`config.mk`:
```
export PLATFORM = sky130hd
export DESIGN_NAME = cmp_flags
export DESIGN_NICKNAME = d
export VERILOG_FILES = /design/src/rtl/cmp_flags.sv
export SDC_FILE = /design/constraint.sdc
export NUM_CORES = 1
export LEC_CHECK = 0
export ABC_AREA = 1
export CORE_MARGIN = 2
export CORE_UTILIZATION = 30
export DETAILED_ROUTE_END_ITERATION = 12
export SYNTH_ARGS = -nofsm -noshare
export SYNTH_HDL_FRONTEND = slang
export SYNTH_SLANG_ARGS = --single-unit
```
`constraint.sdc`:
```
create_clock -name vclk -period 39.2
set_input_delay 9.8 -clock vclk [all_inputs]
set_output_delay 9.8 -clock vclk [all_outputs]
set_load 0.005 [all_outputs]
```
`src/rtl/cmp_flags.sv`:
```
module cmp_flags #(
  parameter int W = 32
) (
  input  logic [W-1:0] a_i,
  input  logic [W-1:0] b_i,
  output logic         c_o,
  output logic         z_o,
  output logic         n_o,
  output logic         v_o,
  output logic         ult_o,
  output logic         uge_o,
  output logic         ule_o,
  output logic         ugt_o,
  output logic         slt_o,
  output logic         sge_o,
  output logic         a_zero_o,
  output logic         a_ones_o,
  output logic         xeq_o
);
  localparam int MSB = W - 1;

  logic [W-1:0] na;
  logic [W-1:0] diff;
  logic [W:0]   cy;
  logic [W-1:0] same;

  assign na    = ~a_i;
  assign cy[0] = 1'b1;

  for (genvar i = 0; i < W; i++) begin : g_fa
    assign diff[i]  = b_i[i] ^ na[i] ^ cy[i];
    assign cy[i+1]  = (b_i[i] & na[i]) | (cy[i] & (b_i[i] ^ na[i]));
    assign same[i]  = ~(a_i[i] ^ b_i[i]);
  end

  assign c_o = cy[W];
  assign z_o = ~|diff;
  assign n_o = diff[MSB];
  assign v_o = (a_i[MSB] ^ b_i[MSB]) & (diff[MSB] ^ b_i[MSB]);

  assign ult_o = ~c_o;
  assign uge_o = c_o;
  assign ule_o = ~c_o | z_o;
  assign ugt_o = c_o & ~z_o;
  assign slt_o = n_o ^ v_o;
  assign sge_o = ~slt_o;

  assign a_zero_o = ~|a_i;
  assign a_ones_o = &a_i;
  assign xeq_o    = &same;

  always_comb begin
    a_r10_xeq_vs_zero: assert (xeq_o == z_o)
      else $error("xeq and zero flag disagree");
    a_r8_zero_ones_excl: assert (!(a_zero_o && a_ones_o))
      else $error("A both all-zero and all-one");
    a_r6_gt_implies_ge: assert (!ugt_o || uge_o)
      else $error("unsigned gt without ge");
    a_r7_eq_not_slt: assert (!z_o || (sge_o && !slt_o))
      else $error("equal operands reported signed less-than");
    a_r1_eq_sets_carry: assert (!z_o || c_o)
      else $error("equal operands without carry");
    a_r4_same_sign_no_v: assert ((a_i[MSB] != b_i[MSB]) || !v_o)
      else $error("overflow with same-sign operands");
  end
endmodule

```
# Word level (Yosys, flattened, before mapping)
# Cells that the tools add are included.
[totals] reg_bits=0 latchBits=0 ramBits=0 rom_bits=0 memories=0
[op_classes] n_addsub=0 multipliers=0 n_div=0 order_cmp=0 eq_ne=0 shifts=0 n_mux=0 n_bitwise=231 reduce_logical=6
[op_table] operator="XOR 1 bit" count=97
[op_table] operator="bitwise AND 1 bit" count=65
[op_table] operator="AND reduction 32 bit" count=2
[op_table] operator="OR reduction 32 bit" count=2
[op_table] operator="NOT 1 bit" count=35
[op_table] operator="bitwise OR 1 bit" count=33
[op_table] operator="NOT 32 bit" count=1
[op_table] operator="logical NOT 1 bit" count=2

# Logic depth before layout (Yosys ltp)
[depth] word_depth=68 depth_mapped=41

# Worst setup path before layout
# Ideal clock, no wire load.
[synth_path] path_type="input to output" from="in b_i[0]" to="out ule_o" arrival_ns=22.220 required_ns=29.400 slack_ns=7.180 path_stages=41 cell_sequence="inv_1 > ha_1 > fa_1 > fa_1 > fa_1 > fa_1 > fa_1 > fa_1 > fa_1 > fa_1 > fa_1 > fa_1 > fa_1 > fa_1 > fa_1 > fa_1 > fa_1 > fa_1 > [... 5 more ...] > fa_1 > fa_1 > fa_1 > fa_1 > fa_1 > fa_1 > inv_1 > fa_1 > inv_1 > fa_1 > fa_1 > fa_1 > nand2_1 > nor2_1 > nand2_1 > nor2_2 > nand2_1 > nand2_1"
[synth_via] elab_chain_cells=66 elab_cells_between_ends=101
[synth_lines] item="start, declared" line="5" rtl="input logic [W-1:0] b_i,"
[synth_lines] item="bitwise AND 1 bit or XOR 1 bit (tied branches)" line="32, 31"
[synth_lines] item="bitwise OR 1 bit" line="32" rtl="assign cy[i+1] = (b_i[i] & na[i]) | (cy[i] & (b_i[i] ^ na[i]));"
[synth_lines] item="bitwise AND 1 bit" line="32"
[synth_lines] item="bitwise OR 1 bit" line="32"
[synth_lines] item="bitwise AND 1 bit" line="32"
[synth_lines] item="bitwise OR 1 bit" line="32"
[synth_lines] item="bitwise AND 1 bit" line="32"
[synth_lines] item="bitwise OR 1 bit" line="32"
[synth_lines] item="[... 50 more ...]"
[synth_lines] item="bitwise AND 1 bit" line="32"
[synth_lines] item="bitwise OR 1 bit" line="32"
[synth_lines] item="bitwise AND 1 bit" line="32"
[synth_lines] item="bitwise OR 1 bit" line="32"
[synth_lines] item="XOR 1 bit or bitwise AND 1 bit (tied branches)" line="31, 32"
[synth_lines] item="OR reduction 32 bit or bitwise OR 1 bit (tied branches)" line="37, 32"
[synth_lines] item="logical NOT 1 bit or NOT 1 bit (tied branches)" line="37, 43"
[synth_lines] item="bitwise OR 1 bit (*)" line="43" rtl="assign ule_o = ~c_o | z_o;"
[synth_lines] item="end, declared" line="12" rtl="output logic ule_o,"
# Mark *: on every way between the ends. The rest lies on a longest branch, timed or not.

# Final worst setup path
[layout_path] from="in a_i[0]" to="out ule_o"
[layout_via] elab_chain_cells=67 elab_cells_between_ends=102
[layout_lines] item="start, declared" line="4" rtl="input logic [W-1:0] a_i,"
[layout_lines] item="NOT 32 bit (*)" line="27" rtl="assign na = ~a_i;"
[layout_lines] item="bitwise AND 1 bit or XOR 1 bit (tied branches)" line="32, 31"
[layout_lines] item="bitwise OR 1 bit" line="32"
[layout_lines] item="bitwise AND 1 bit" line="32"
[layout_lines] item="bitwise OR 1 bit" line="32"
[layout_lines] item="bitwise AND 1 bit" line="32"
[layout_lines] item="bitwise OR 1 bit" line="32"
[layout_lines] item="bitwise AND 1 bit" line="32"
[layout_lines] item="[... 51 more ...]"
[layout_lines] item="bitwise AND 1 bit" line="32"
[layout_lines] item="bitwise OR 1 bit" line="32"
[layout_lines] item="bitwise AND 1 bit" line="32"
[layout_lines] item="bitwise OR 1 bit" line="32"
[layout_lines] item="XOR 1 bit or bitwise AND 1 bit (tied branches)" line="31, 32"
[layout_lines] item="OR reduction 32 bit or bitwise OR 1 bit (tied branches)" line="37, 32"
[layout_lines] item="logical NOT 1 bit or NOT 1 bit (tied branches)" line="37, 43"
[layout_lines] item="bitwise OR 1 bit (*)" line="43"
# Marked as above.

==> reports/summary.txt <==
DRT iter0 DRCs: 36
Hold WC Path Type: in -> out
FFs & Latches: 0
Post-layout nets: 435
F_max: 29.8 MHz
Placed cells: 377
Worst Hold Depth: 6
Setup TNS: 0 ns
Cts hold-fix bufs: 0
CP endpoint kind: primary output
Synth Instances: 229
Sequential-to-total area share from yosys stat: 0%
Unrepaired setup endpoints after global routing: no
Area fraction of the dominant cell type after synthesis: 37.0%
Max-cap violations: 0
Grt total ovfl: 0
Worst setup SP type: input pin
Crit path kind: in -> out
Synth Cell Area: 0.00173 mm^2
Final setup vio count: 0
# resized after CTS: 0
Register Area: 0 um^2
Fin crit period: 33.55 ns
Die width: 80 um
Hold Fails Final Rpt: 0
Critical path's largest stage delay: 0.58 ns
Final instance area: 0.00259 mm^2
Largest net degree at the start of global routing: 5
CLK BUF: 0
Critical path depth: 42
TritonRoute pass-1 iters: 4
WL per Instance: 12.4 um
Cell row count: 27
Final Power: 0.0000282 W
Buf/Inv on CP: 4
Rel. slew slack: 85.6%
Initial Utilization: 31.3%
Final WL: 4670 um
Cell taking the most area after synthesis: fa_1
Synth area leaders: fa_1 (37%), ha_1 (23%), inv_1 (15%)
PortBufs: 77
Count leader, synth: inv_1
Post-CTS setup buffers: 0
Chip Height: 80 um
Leakage: 1.25 nW
Yosys cell types: 11
GRT Total Usage: 14.5%
Post-synth net total: 357
Crit path max-delay family: adder cells
Die area: 0.00640 mm^2
Synth Area per Inst: 7.57 um^2
Synth top cells by count: inv_1 (68), nand2_1 (34), nor2_1 (33)
First-pass GRT wire length: 7370 um
Remaining DRCs: 0
Status: complete, no violations
# diodes: 0
Worst-margin pin slew: 0.215 ns
Via count: 1636
Layout cells sized above 1: 0.328%
Crit-path slowest cell: fa_1
CP arrival: 23.75 ns
Final HPWL from detailed placement: 4420 um
Util after Layout: 46.7%
Fill count: 598
Core ar.: 0.00554 mm^2
Syn. warnings: 0
Critical path peak fanout: 4
Routability Congestion: 0.895
Worst EP required: 29.40 ns
Peak VDD IR: 4.47 uV
Pwr Density: 10.9 mW/mm^2
Non-Filler Instances: 377
Slew Limit Fails: 0
Tcrit/Tclk final: 85.6%
Placed cell area: 0.00259 mm^2
P&R area growth vs syn: 49.2%
Vias in the first global route: 1718
ANT nets after route: 0
Via density: 4.34
IO Pins: 77
Most used cell, CP: fa_1
Initial antenna violation count: 0
## cell type report
class / instances / area, um^2 / area share (%)
Multi-Input combinational cell: 160 / 1470 / 56.8
Timing Repair Buffer: 77 / 771 / 29.8
Inverter: 68 / 255 / 9.87
Tap cell: 72 / 90.1 / 3.48
## metal layers
metal	vias to the layer above	track usage [%]	part of all wire [%]
li1	828	-	-
met1	749	18.8	44
met2	53	26.7	49
met3	6	0.566	4.5
met4	0	2.88	2.4
met5	-	0	0
## tightest hold or removal path, cell delays in order
cell and delay [ns]:
clkdlybuf4s50_1 0.42, nand4_1 0.08, nor2_1 0.05, nand2_1 0.06, nor2_1 0.04, clkdlybuf4s50_1 0.43
## worst paths after layout
check             startpoint        to
hold / removal       a_i[28]  a_ones_o
setup / recovery      a_i[0]     ule_o
## report_power, final
part / switching, W / total [W] / internal (W) / leakage [nW]
Combinational: 0.0000134 / 0.0000282 / 0.0000147 / 1.25
Sequential: 0 / 0 / 0 / 0
Clock: 0 / 0 / 0 / 0
Total: 0.0000134 / 0.0000282 / 0.0000147 / 1.25
## logic make-up after synthesis
family                     after synthesis  synth area share, %
and+or+nand+nor                         95                 24.5
adders and majority gates               64                 60.1
AOI/OAI and AO/OA                        1                0.289
buffers and inverters                   69                 15.2
## per-stage QoR
stage | worst slack [ns] | hold slack [ns]
after global routing | 5.09 | 20.76
after detailed placement | 5.68 | 20.70
after global placement | 5.82 | 20.70
final | 5.65 | 20.69
after floorplan | 7.18 | 19.73
after CTS | 5.67 | 20.70
## placed cells by master (no fill, tap or decap)
cell | netlist | layout
nor2_2 | 1 | 1
ha_1 | 32 | 32
nand3_1 | 1 | 1
nor2_1 | 33 | 33
nand4_1 | 25 | 25
fa_1 | 32 | 32
a21oi_1 | 1 | 1
nand2_1 | 34 | 34
inv_1 | 68 | 68
clkdlybuf4s50_1 | 0 | 77
nor3_1 | 1 | 1
Note: power is estimated with default switching activity, not from simulation.
